`config.mk`:
```
export PLATFORM = sky130hd
export DESIGN_NAME = accel_ctl_regs
export DESIGN_NICKNAME = d
export VERILOG_FILES = /design/src/rtl/accel_ctl_regs.sv
export SDC_FILE = /design/constraint.sdc
export NUM_CORES = 1
export LEC_CHECK = 0
export BUFFER_PORTS_ARGS = -buffer_cell sky130_fd_sc_hd__buf_2
export CORE_MARGIN = 2
export CORE_UTILIZATION = 44
export CTS_CLUSTER_SIZE = 24
export DETAILED_ROUTE_END_ITERATION = 8
export HOLD_SLACK_MARGIN = 0.03
export PLACE_DENSITY_LB_ADDON = 0.1
export REMOVE_ABC_BUFFERS = 1
export SKIP_LAST_GASP = 1
export SYNTH_ARGS = -nofsm -noshare
export SYNTH_HDL_FRONTEND = slang
export SYNTH_SLANG_ARGS = --single-unit
```
`constraint.sdc`:
```
create_clock -name clk -period 1.22 [get_ports clk]
set_input_delay 0.244 -clock clk [delete_from_list [all_inputs] [get_ports clk]]
set_output_delay 0.244 -clock clk [all_outputs]
set_load 0.005 [all_outputs]
```
`src/rtl/accel_ctl_regs.sv`:
```
module accel_ctl_regs #(
  parameter int PASID_W = 20,
  parameter int TAG_W   = 12,
  parameter int LOG_W   = 5,
  parameter int ADDR_W  = 3,
  parameter logic [LOG_W-1:0] CAP_PASID_LOG = 5'd9,
  parameter logic [TAG_W-1:0] CAP_TAG_COUNT = 12'd160
) (
  input  logic               clk,
  input  logic               rst_n,
  input  logic               reg_we,
  input  logic [ADDR_W-1:0]  reg_addr,
  input  logic [31:0]        reg_wdata,
  output logic [31:0]        reg_rdata,
  output logic               acc_enable,
  output logic [PASID_W-1:0] pasid_base,
  output logic [LOG_W-1:0]   pasid_log,
  output logic [TAG_W-1:0]   tag_base,
  output logic [TAG_W-1:0]   tag_count,
  output logic               term_req,
  output logic [PASID_W-1:0] term_pasid,
  input  logic               term_done
);
  localparam int BUSY_BIT = PASID_W;
  localparam int TAG_LSB  = 16;
  localparam int CAP_LSB  = 8;
  localparam logic [ADDR_W-1:0] A_CTRL = 0, A_PASID = 1, A_PLOG = 2,
                                A_TAG  = 3, A_TCAP  = 4, A_TERM = 5;

  logic [7:0] ctrl_q;
  logic       busy_q;
  logic       unused_wdata;

  assign acc_enable   = ctrl_q[0];
  assign unused_wdata = ^reg_wdata;

  always_ff @(posedge clk) begin
    if (!rst_n) begin
      ctrl_q     <= '0;
      pasid_base <= '0;
      pasid_log  <= '0;
      tag_base   <= '0;
      tag_count  <= '0;
      term_pasid <= '0;
      busy_q     <= 1'b0;
      term_req   <= 1'b0;
    end else begin
      term_req <= 1'b0;
      if (reg_we) begin
        case (reg_addr)
          A_CTRL:  ctrl_q     <= reg_wdata[7:0];
          A_PASID: pasid_base <= reg_wdata[PASID_W-1:0];
          A_PLOG:  pasid_log  <= reg_wdata[LOG_W-1:0];
          A_TAG: begin
            tag_count <= reg_wdata[TAG_W-1:0];
            tag_base  <= reg_wdata[TAG_LSB +: TAG_W];
          end
          A_TERM: if (!busy_q) begin
            term_pasid <= reg_wdata[PASID_W-1:0];
            busy_q     <= reg_wdata[BUSY_BIT];
            term_req   <= reg_wdata[BUSY_BIT];
          end
          default: ;
        endcase
      end
      if (busy_q && term_done) busy_q <= 1'b0;
    end
  end

  always_comb begin
    reg_rdata = '0;
    case (reg_addr)
      A_CTRL:  reg_rdata[7:0] = ctrl_q;
      A_PASID: reg_rdata[PASID_W-1:0] = pasid_base;
      A_PLOG: begin
        reg_rdata[LOG_W-1:0]         = pasid_log;
        reg_rdata[CAP_LSB +: LOG_W]  = CAP_PASID_LOG;
      end
      A_TAG: begin
        reg_rdata[TAG_W-1:0]         = tag_count;
        reg_rdata[TAG_LSB +: TAG_W]  = tag_base;
      end
      A_TCAP:  reg_rdata[TAG_W-1:0] = CAP_TAG_COUNT;
      A_TERM: begin
        reg_rdata[PASID_W-1:0] = term_pasid;
        reg_rdata[BUSY_BIT]    = busy_q;
      end
      default: ;
    endcase
  end

  a_r7_single_pulse: assert property (@(posedge clk) disable iff (!rst_n)
    term_req |=> !term_req);
  a_r7_pulse_with_busy: assert property (@(posedge clk) disable iff (!rst_n)
    term_req |-> busy_q);
  a_r8_hold_busy: assert property (@(posedge clk) disable iff (!rst_n)
    busy_q && !term_done |=> busy_q);
  a_r8_done_clears: assert property (@(posedge clk) disable iff (!rst_n)
    busy_q && term_done |=> !busy_q);
  a_r9_reject: assert property (@(posedge clk) disable iff (!rst_n)
    busy_q && reg_we && reg_addr == A_TERM |=> !term_req && $stable(term_pasid));
  a_r10_disable_keeps: assert property (@(posedge clk) disable iff (!rst_n)
    busy_q && !term_done && reg_we && reg_addr == A_CTRL |=> busy_q);
endmodule

```
Word level (Yosys, flattened, before mapping)
Index checks and enable logic that the tools add are counted.
{ "word_totals": {"reg_bits": 79, "in_bits": 39, "output_inout_bits": 103, "word_cells": 36} }
{ "op_classes": {"eq_ne": 5, "mux": 9, "n_bitwise": 4, "n_reduce_logical": 10} }
{ "op_table": {"columns": ["operator", "count"], "rows": [
  ["$pmux 5 s5", 1],
  ["$pmux 4 s4", 1],
  ["$pmux 3 s5", 1],
  ["$pmux 4 s3", 1],
  ["$reduce_and 2->1", 5],
  ["$mux 7", 1],
  ["$eq 3x2->1 const B", 2],
  ["$eq 3x3->1 const B", 2],
  ["$pmux 3 s2", 1],
  ["$not 1->1", 4],
  ["$pmux 1 s2", 2],
  ["$reduce_or 4->1", 1],
  ["$eq 3x1->1 const B", 1],
  ["$logic_not 3->1", 1],
  ["$reduce_and 3->1", 1],
  ["$reduce_or 2->1", 1],
  ["$logic_and 1x1->1", 1],
  ["$mux 1", 1]
]} }

Depth between registers and ports, before layout
Gate-level depths: netlist (run 1).
{ "logic_depth": {"depth_word": 3, "ltp_mapped": 6} }

Worst setup path before layout (run 1)
No wires, ideal clock.
{ "synth_path": {"kind": "input-to-output", "start": "input reg_addr[0]", "end": "output reg_rdata[7]", "arrival_ps": 1092, "slack_ps": -116, "stages": 5, "cell_sequence": "buf_2 > buf_2 > clkbuf_1 > a31oi_1 > o22ai_1"} }
{ "synth_between": {"elab_chain_len": 2, "elab_cells_between_ends": 6, "classes_between": "eq/ne (4); mux (1); reduce/logical (1)"} }
{ "synth_rtl": {"columns": ["element", "line", "rtl"], "rows": [
  ["start, declared", "12", "input logic [ADDR_W-1:0] reg_addr,"],
  ["$eq 3x3->1, or another cell as far along", "72", "case (reg_addr)"],
  ["$pmux 3 s5 *", "72", null],
  ["end, declared", "14", "output logic [31:0] reg_rdata,"]
]} }
Every way passes the cells marked *; elsewhere a longest branch is shown, timed or not.

Worst setup path in the final report (run 1)
{ "layout_path": {"start": "register ctrl_q[5]", "end": "output reg_rdata[5]"} }
{ "layout_between": {"elab_chain_len": 1} }
{ "layout_rtl": {"columns": ["element", "line", "rtl"], "rows": [
  ["start, declared", "30", "logic [7:0] ctrl_q;"],
  ["start signal, assigned", "51", "A_CTRL: ctrl_q <= reg_wdata[7:0];"],
  ["$pmux 3 s5", "72", null]
]} }
No other way between the ends.

==> results.sh, run 1 <==
export IMPL_rsz0062_at_grt="true"
export IMPL_cts_path_max_buffers=2
export IMPL_clk_pin_slew_ps=80
export IMPL_syn_inst=443
export IMPL_timing_final_max_slew_violations=0
export IMPL_power_uw=5506
export IMPL_drc_errors=0
export IMPL_insertion_delay_ps=350
export IMPL_route_vias_total=3616
export IMPL_cts_tree="done"
export IMPL_setup_slack_ps=-319.4
export IMPL_grt_pass1_wl_um=16900
export IMPL_drtIter0Drc=120
export IMPL_ys_async_sr_fraction_pct=0
export IMPL_period_minus_slack_ps=1539
export IMPL_cap_violations=0
export IMPL_violations="setup timing"
export IMPL_routed_wirelength_um=10840
export IMPL_vias_per_cell=5.093
export IMPL_hold_slack_ps=132.2
export IMPL_netlist_area_um2=3745
export IMPL_fmax_mhz=649.6
export IMPL_cp_slowest_cell="dfxtp_2"
export IMPL_grt_overflow_total=0
export IMPL_ys_seq_elements=79
export IMPL_dp_slack_ps=-329.8
export IMPL_leakage_uw=0.002394
export IMPL_cts_htree_levels=3
export IMPL_cts_sinks=79
export IMPL_layout_commonest_cell="nand2_1"
export IMPL_cp_required_ps=980
export IMPL_finalWeightedCongestion=0.7766
export IMPL_critPathArrivalTime_ps=1300
export IMPL_crit_type="flip-flop to output pin"
export IMPL_grt_pass1_vias=3309
export IMPL_drive_gt1_share_pct=38.68
export IMPL_die_x_um=96.26
export IMPL_p_per_area_nw_per_um2=1061
export IMPL_cts_buffers=9
export IMPL_status="finished with violations"
export IMPL_initial_core_util_pct=45.58
export IMPL_syn_area_per_cell_um2=8.453
export IMPL_ioPinCount=142
export IMPL_crit_path_cell_trace="mux2_4 > o21ai_4 > o21ai_2 > buf_2"
export IMPL_fp_dieH_um=96.26
export IMPL_finalHoldViolCount=0
export IMPL_grt_antenna_before_repair=0
export IMPL_ant_nets=0
export IMPL_ys_warn_count=0
export IMPL_diodes=0
export IMPL_cts_root_buffer="clkbuf_8"
export IMPL_crit_path_end_kind="output pin"
export IMPL_clock_skew_ps=8.007
export IMPL_finalCritPeriodShare_pct=126.2
export IMPL_io_buffers=133
export IMPL_dieArea_um2=9265
export IMPL_synth_flop_cell="dfxtp_1"
export IMPL_hold_buffers=0
export IMPL_hpwl_um=7628
export IMPL_fin_setup_tns_ps=-3938
export IMPL_drt_first_pass_iters=4
export IMPL_critical_path_max_stage_delay_ps=330
export IMPL_area_delta_synth_final_pct=38.62
export IMPL_grt_usage_pct=23.80
export IMPL_core_um2=8217
export IMPL_critPathLaunchType="flip-flop"
export IMPL_std_cell_rows=33
export IMPL_synth_edf_count=0
export IMPL_synth_distinct_cells=36
export IMPL_cp_max_fo=2
export IMPL_hp_class="input port to flip-flop"
export IMPL_post_drt_wl_per_cell_um=15.26
export IMPL_fin_nets=639
export IMPL_vdd_ir_drop_max_mv=0.4650
export IMPL_grt_max_degree=53
export IMPL_ys_seq_area_share_pct=42.23
export IMPL_mostFrequentLayoutCells="nand2_1, buf_2, dfxtp_1, a21boi_1, mux2i_1"
export IMPL_final_setup_viol_count=28
synthesized netlist by cell type, types with 4 or more instances:
cell	number	area share [%]
nor2_1	5	0.50
o2bb2ai_1	6	1.4
buf_4	5	1.0
dfxtp_1	79	42
and2_1	6	1.0
and3_1	8	1.3
a21boi_1	49	9.8
a21boi_0	4	0.80
clkbuf_1	17	1.7
o221ai_1	5	1.2
nor2b_1	9	1.5
buf_2	16	2.1
nand2b_1	4	0.67
nand2_1	152	15
mux2i_1	48	13
worst paths after layout:
check | startpoint | end | slack [ps] | cells past startpoint
worst max-delay path | ctrl_q[5] | reg_rdata[5] | -320 | 4
worst min register to register | ctrl_q[5] | ctrl_q[5] | 460 | 2
worst min-delay path | reg_wdata[26] | tag_base[10] | 130 | 3
worst max register to register | busy_q | busy_q | 130 | 3
layout make-up:
type | instances | area [um^2]
clock buffers | 11 | 141.4
flip-flops and latches | 79 | 1607
clock inverters | 5 | 81.33
multi-input cells | 326 | 2043
repair buffers | 184 | 1187
fillers | 728 | 3025
well taps | 105 | 131.4
routing by layer:
| metal | routed length (um) | GRT usage (%) |
|---|---|---|
| met4 | 112 | 8.214 |
| met1 | 4994 | 32.50 |
| met5 | 0 | 0 |
| met2 | 5092 | 37.67 |
| met3 | 637 | 4.307 |
metrics by stage:
| step | utilization, % | std cells | instance area (um^2) |
|---|---|---|---|
| after floorplan | - | 405 | 3548 |
| final | 63.18 | 710 | 5191 |
| after CTS | 62.68 | 710 | 5150 |
| after global routing | 63.18 | 710 | 5191 |
| after global placement | 57.36 | 679 | 4713 |
| after detailed placement | 57.36 | 679 | 4713 |
what timing repair did:
action	in CTS	in global routing
endpoints found under the setup margin	28	56
pin swaps	16	3
setup buffers	14	0
gates cloned	1	0
gates resized for setup	34	13
critical path: cells and delay by family (launching register included):
family | cells | cell delay [ps]
flip-flops | 1 | 330
multiplexers | 1 | 280
AO/OA/AOI/OAI | 2 | 220
buffers and inverters | 1 | 120
kinds of logic (layout without fill, tap and decap cells):
kind of cell,Yosys count,count (layout),synth area share [%]
and+or+nand+nor,199,199,24.09
DFF,79,79,42.23
buffers and inverters,41,200,5.546
AOI/OAI and AO/OA,74,74,14.90
other,1,4,0.1001
muxes,49,49,13.13
state kept, by name (all words and copies together) (netlist names):
signal      cells
pasid_base     20
pasid_log       5
term_req        1
busy_q          1
tag_base       12
ctrl_q          8
term_pasid     20
tag_count      12
power breakdown:
part	internal (uW)	switching, uW
Combinational	331	335
Clock	1210	958
Sequential	2630	38.6
No activity file was read; power rests on OpenSTA's default activity.
==> inputs of run 2 (changes only) <==
--- a/config.mk
+++ b/config.mk
@@ -6,12 +6,14 @@
 export NUM_CORES = 1
 export LEC_CHECK = 0
 export BUFFER_PORTS_ARGS = -buffer_cell sky130_fd_sc_hd__buf_2
+export CAP_MARGIN = 20
 export CORE_MARGIN = 2
 export CORE_UTILIZATION = 44
 export CTS_CLUSTER_SIZE = 24
 export DETAILED_ROUTE_END_ITERATION = 8
 export HOLD_SLACK_MARGIN = 0.03
 export PLACE_DENSITY_LB_ADDON = 0.1
+export RECOVER_POWER = 50
 export REMOVE_ABC_BUFFERS = 1
 export SKIP_LAST_GASP = 1
 export SYNTH_ARGS = -nofsm -noshare
==> run 2 against run 1 <==
  * Sequential share of layout area rose by 0.50 points
  * Via count is 0.33% lower
  * Critical path type unchanged
  * Count of clock-buffer cells in the layout is the same
  * Worst hold slack worse by 1.0 ps
  * Fmax is essentially flat
  * Clock power hardly changed
  * Clock skew shrank 0.63 ps
  * The flow still finishes with violations (setup timing)
  * Cell count stayed put
  * Routed wire length is 0.26% lower
==> results.sh, run 2 (synthesized netlist as in run 1, its figures left out) <==
export IMPL_status="finished with violations"
export IMPL_violations="setup timing"
export IMPL_fin_cells=710
export IMPL_p_int_uw=4149
export IMPL_insertion_delay_ps=350
export IMPL_dieArea_um2=9265
export IMPL_cap_violations=0
export IMPL_r2r_slack_ps=60
export IMPL_critPathLaunchType="flip-flop"
export IMPL_vias_per_cell=5.076
export IMPL_reg_largest_list="pasid_base x20, term_pasid x20"
export IMPL_crit_path_end_kind="output pin"
export IMPL_die_x_um=96.26
export IMPL_ioPinCount=142
export IMPL_core_um2=8217
export IMPL_dp_cells=679
export IMPL_grt_overflow_total=0
export IMPL_post_drt_wl_per_cell_um=15.22
export IMPL_cts_path_max_buffers=2
export IMPL_place_area_um2=4713
export IMPL_cp_slowest_cell="dfxtp_2"
export IMPL_initial_core_util_pct=45.58
export IMPL_clk_pin_slew_ps=80
export IMPL_finalWeightedCongestion=0.7766
export IMPL_pwr_share_clk_pct=39.6
export IMPL_p_per_area_nw_per_um2=1076
export IMPL_cts_sinks=79
export IMPL_grt_usage_pct=23.80
export IMPL_cts_buffers=9
export IMPL_clock_skew_ps=7.374
export IMPL_setup_slack_ps=-319.5
export IMPL_switchingPower_uw=1335
export IMPL_finalCritPeriodShare_pct=126.2
export IMPL_cts_root_buffer="clkbuf_8"
export IMPL_fmax_mhz=649.6
export IMPL_regToRegStartpoint="busy_q"
export IMPL_std_cell_rows=33
export IMPL_final_setup_viol_count=33
export IMPL_fin_nets=639
export IMPL_drt_first_pass_iters=5
export IMPL_comb_power_share_pct=11.6
export IMPL_leakage_uw=0.002319
export IMPL_cts_htree_levels=3
export IMPL_fp_dieH_um=96.26
export IMPL_fillers=751
export IMPL_cp_required_ps=980
export IMPL_grt_max_degree=53
export IMPL_fin_setup_tns_ps=-3909
export IMPL_grt_pass1_wl_um=16900
export IMPL_crit_path_cell_trace="mux2_4 > o21ai_4 > o21ai_2 > buf_2"
export IMPL_postLayoutCellArea_um2=5097
export IMPL_rsz0062_at_grt="true"
export IMPL_period_minus_slack_ps=1539
export IMPL_ant_nets=0
export IMPL_cp_max_fo=2
export IMPL_cts_tree="done"
export IMPL_reg2reg_depth=3
export IMPL_setup_worst_path_end="reg_rdata[5]"
export IMPL_hpwl_um=7628
export IMPL_p_seq_share_pct=48.7
export IMPL_worst_r2r_endpoint="busy_q"
export IMPL_layout_commonest_cell="nand2_1"
export IMPL_vdd_ir_drop_max_mv=0.4638
export IMPL_drtIter0Drc=86
export IMPL_drive_gt1_share_pct=35.87
export IMPL_crit_type="flip-flop to output pin"
export IMPL_switching_share_pct=24.34
export IMPL_finalHoldViolCount=0
export IMPL_route_vias_total=3604
export IMPL_mostFrequentLayoutCells="nand2_1, buf_2, dfxtp_1, mux2i_1, a21boi_1"
export IMPL_drc_errors=0
export IMPL_routed_wirelength_um=10810
export IMPL_critical_path_max_stage_delay_ps=330
export IMPL_diodes=0
export IMPL_area_delta_synth_final_pct=36.12
export IMPL_timing_final_max_slew_violations=0
export IMPL_whs_path_depth=3
export IMPL_fin_util_pct=62.04
export IMPL_io_buffers=133
export IMPL_grt_antenna_before_repair=0
export IMPL_critPathLaunch="ctrl_q[5]"
export IMPL_hp_class="input port to flip-flop"
export IMPL_critPathArrivalTime_ps=1300
export IMPL_grt_pass1_vias=3309
export IMPL_power_uw=5483
run 2: changes by cell type in the layout (fill, tap and decap cells not counted), sizes merged:
cell	before	now
buf	182	167
bufbuf	1	0
clkbuf	12	28
run 2: through the flow:
step	hold WS, ps	worst slack, ps
floorplan	372.2	-854.3
global placement	445.5	-336.4
detailed placement	454.6	-329.8
CTS	117.2	-305.9
global route	131.7	-370.1
finish	131.2	-319.5
run 2: critical path: cells and delay by family (launching register included):
kind / cells / cell delay [ps]
buffers and inverters: 1 / 120
muxes: 1 / 280
DFF: 1 / 330
AOI/OAI and AO/OA: 2 / 220
run 2: power groups by stage:
stage | Combinational [uW] | Sequential [uW] | Clock, uW
after floorplan | 209 | 2730 | 0
after global placement | 593 | 2730 | 0
after detailed placement | 601 | 2730 | 0
after CTS | 655 | 2670 | 2210
after global routing | 698 | 2680 | 2310
final | 637 | 2670 | 2170
run 2: timing repair:
| action | in CTS | in global routing |
|---|---|---|
| buffers inserted | 14 | 0 |
| hold buffers | 0 | 0 |
| gates cloned | 1 | 0 |
| setup endpoints to repair | 28 | 56 |
| pin swaps | 16 | 3 |
| gates resized for setup | 34 | 13 |
| hold endpoints to repair | 0 | 0 |
run 2: cell type report:
type                            count  area, um^2  area share (%)
Timing Repair Buffer              184        1110           21.77
Clock inverter                      5       81.33           1.595
Tap cell                          105       131.4           2.577
Clock buffer                       11       141.4           2.774
Multi-Input combinational cell    326        2031           39.84
Sequential cell                    79        1603           31.44
run 2: worst min path at each step:
stage / from / end
final: reg_wdata[26] / tag_base[10]
after global routing: reg_wdata[24] / tag_base[8]
after CTS: reg_wdata[26] / tag_base[10]
after detailed placement: ctrl_q[4] / ctrl_q[4]
after global placement: ctrl_q[1] / ctrl_q[1]
after floorplan: rst_n / pasid_log[0]
run 2: layer usage:
metal / part of all wire, % / vias to the layer above / track usage [%]
met5: 0 / - / 0
met4: 0.95 / 0 / 8.214
met3: 6.1 / 7 / 4.307
met2: 47 / 104 / 37.67
met1: 46 / 1705 / 32.50
li1: - / 1788 / -
==> inputs of run 3 (changes only) <==
==> constraint.sdc (replaced) <==
create_clock -name clk -period 1.22 [get_ports clk]
set_input_delay 0.183 -clock clk [delete_from_list [all_inputs] [get_ports clk]]
set_output_delay 0.183 -clock clk [all_outputs]
set_load 0.005 [all_outputs]
==> run 3 against run 2 <==
  * The flow still finishes with violations (setup timing)
  * Non-clock buffer count rose by 6
  * Setup slack improved by 100 ps
  * Register-to-register slack improved by 50 ps
  * Utilization fell by 0.50 points
  * Sequential cell count did not move
  * Power fell by 8.7%
  * Clock skew fell by 1.2 ps
  * Fmax rose by 7.1%
  * Critical path type unchanged
  * Critical endpoint unchanged
  * Largest cell class unchanged
  * Largest power group unchanged
==> results.sh, run 3 (synthesized netlist as in run 1, its figures left out) <==
export IMPL_dp_slack_ps=-291.8
export IMPL_power_uw=5004
export IMPL_drt_first_pass_iters=4
export IMPL_initial_core_util_pct=45.58
export IMPL_timing_final_max_slew_violations=0
export IMPL_hold_buffers=0
export IMPL_layout_commonest_cell="nand2_1"
export IMPL_mostFrequentLayoutCells="nand2_1, buf_2, dfxtp_1, mux2i_1, buf_4"
export IMPL_finalCritPeriodShare_pct=117.8
export IMPL_routed_wirelength_um=10630
export IMPL_drtIter0Drc=135
export IMPL_grt_overflow_total=0
export IMPL_post_drt_wl_per_cell_um=14.88
export IMPL_finalWeightedCongestion=0.7658
export IMPL_cp_required_ps=1040
export IMPL_critPathLaunchType="flip-flop"
export IMPL_r2r_slack_ps=110
export IMPL_p_per_area_nw_per_um2=989.7
export IMPL_postLayoutCellArea_um2=5056
export IMPL_final_setup_viol_count=28
export IMPL_crit_path_end_kind="output pin"
export IMPL_reg_largest_list="pasid_base x20, term_pasid x20"
export IMPL_cts_sinks=79
export IMPL_ioPinCount=142
export IMPL_leakage_uw=0.002323
export IMPL_cp_max_fo=2
export IMPL_fp_dieH_um=96.26
export IMPL_grt_max_degree=55
export IMPL_grt_usage_pct=23.04
export IMPL_status="finished with violations"
export IMPL_insertion_delay_ps=340
export IMPL_fin_util_pct=61.53
export IMPL_cap_violations=0
export IMPL_violations="setup timing"
export IMPL_drc_errors=0
export IMPL_core_um2=8217
export IMPL_setup_slack_ps=-217.3
export IMPL_grt_antenna_before_repair=0
export IMPL_ant_nets=0
export IMPL_cts_buffers=9
export IMPL_route_vias_total=3621
export IMPL_cts_tree="done"
export IMPL_vias_per_cell=5.071
export IMPL_io_buffers=133
export IMPL_grt_pass1_wl_um=16410
export IMPL_grt_pass1_vias=3360
export IMPL_finalHoldViolCount=0
export IMPL_crit_path_cell_trace="mux2_4 > o21ai_2 > o21ai_1 > buf_2"
export IMPL_critical_path_max_stage_delay_ps=320
export IMPL_clock_skew_ps=6.166
export IMPL_diodes=0
export IMPL_fin_nets=645
export IMPL_drive_gt1_share_pct=36.95
export IMPL_cp_slowest_cell="dfxtp_2"
export IMPL_place_area_um2=4676
export IMPL_rsz0062_at_grt="true"
export IMPL_critPathArrivalTime_ps=1250
export IMPL_cts_htree_levels=3
export IMPL_dp_cells=679
export IMPL_period_minus_slack_ps=1437
export IMPL_dieArea_um2=9265
export IMPL_cts_path_max_buffers=2
export IMPL_fin_cells=714
export IMPL_area_delta_synth_final_pct=35.02
export IMPL_vdd_ir_drop_max_mv=0.5146
export IMPL_hpwl_um=7544
export IMPL_std_cell_rows=33
export IMPL_hp_class="input port to flip-flop"
export IMPL_fmax_mhz=695.8
export IMPL_cts_root_buffer="clkbuf_8"
export IMPL_crit_type="flip-flop to output pin"
export IMPL_clk_pin_slew_ps=80
export IMPL_die_x_um=96.26
==> run 3: cell count changes in the layout (fill, tap and decap cells not counted), sizes merged <==
cell,before,now
buf,167,177
clkinv,2,1
bufinv,2,0
clkbuf,28,26
clkinvlp,1,0
==> run 3: area by class of cell <==
| type | instances | area [um^2] |
|---|---|---|
| Clock buffer | 13 | 158.9 |
| Fill cell | 795 | 3161 |
| Multi-Input combinational cell | 326 | 2014 |
| Timing Repair Buffer | 190 | 1139 |
| Sequential cell | 79 | 1608 |
| Tap cell | 105 | 131.4 |
| Clock inverter | 1 | 5.005 |
==> run 3: what timing repair did <==
| item | in CTS | in global routing |
|---|---|---|
| cloned | 0 | 0 |
| pin swaps | 19 | 5 |
| setup endpoints to repair | 28 | 26 |
| buffers inserted | 15 | 6 |
| gates resized for setup | 55 | 9 |
==> run 3: layer usage <==
metal	GRT usage [%]	vias up	routed length [um]
met4	8.929	0	170
met5	0	-	0
met2	37.85	98	4951
met1	29.26	1709	4878
li1	-	1799	-
met3	5.247	15	625
==> run 3: where the power goes <==
group          switching, uW  total (uW)  leakage, uW  internal [uW]
Clock                    879        1710    0.0000854            828
Combinational            329         626      0.00159            297
Sequential              36.0        2670     0.000649           2630
==> run 3: worst max-delay path: cells and delay by family, from the launching register on <==
kind	cells	cell delay (ps)
multiplexers	1	270
buffers and inverters	1	140
flip-flops	1	320
AO/OA/AOI/OAI	2	180
==> run 3: final timing paths <==
| path | depth (start not counted) | endpoint | from |
|---|---|---|---|
| hold reg to reg | 2 | ctrl_q[5] | ctrl_q[5] |
| setup / recovery | 4 | reg_rdata[5] | ctrl_q[5] |
| hold / removal | 3 | tag_base[10] | reg_wdata[26] |
| setup reg to reg | 3 | term_pasid[11] | busy_q |
==> run 3: stage by stage <==
step | hold WS (ps) | setup TNS [ps]
floorplan | 311.2 | -25480
global placement | 423.1 | -13350
detailed placement | 429.8 | -15180
CTS | 54.66 | -1480
global route | 73.20 | -4609
finish | 65.93 | -1990
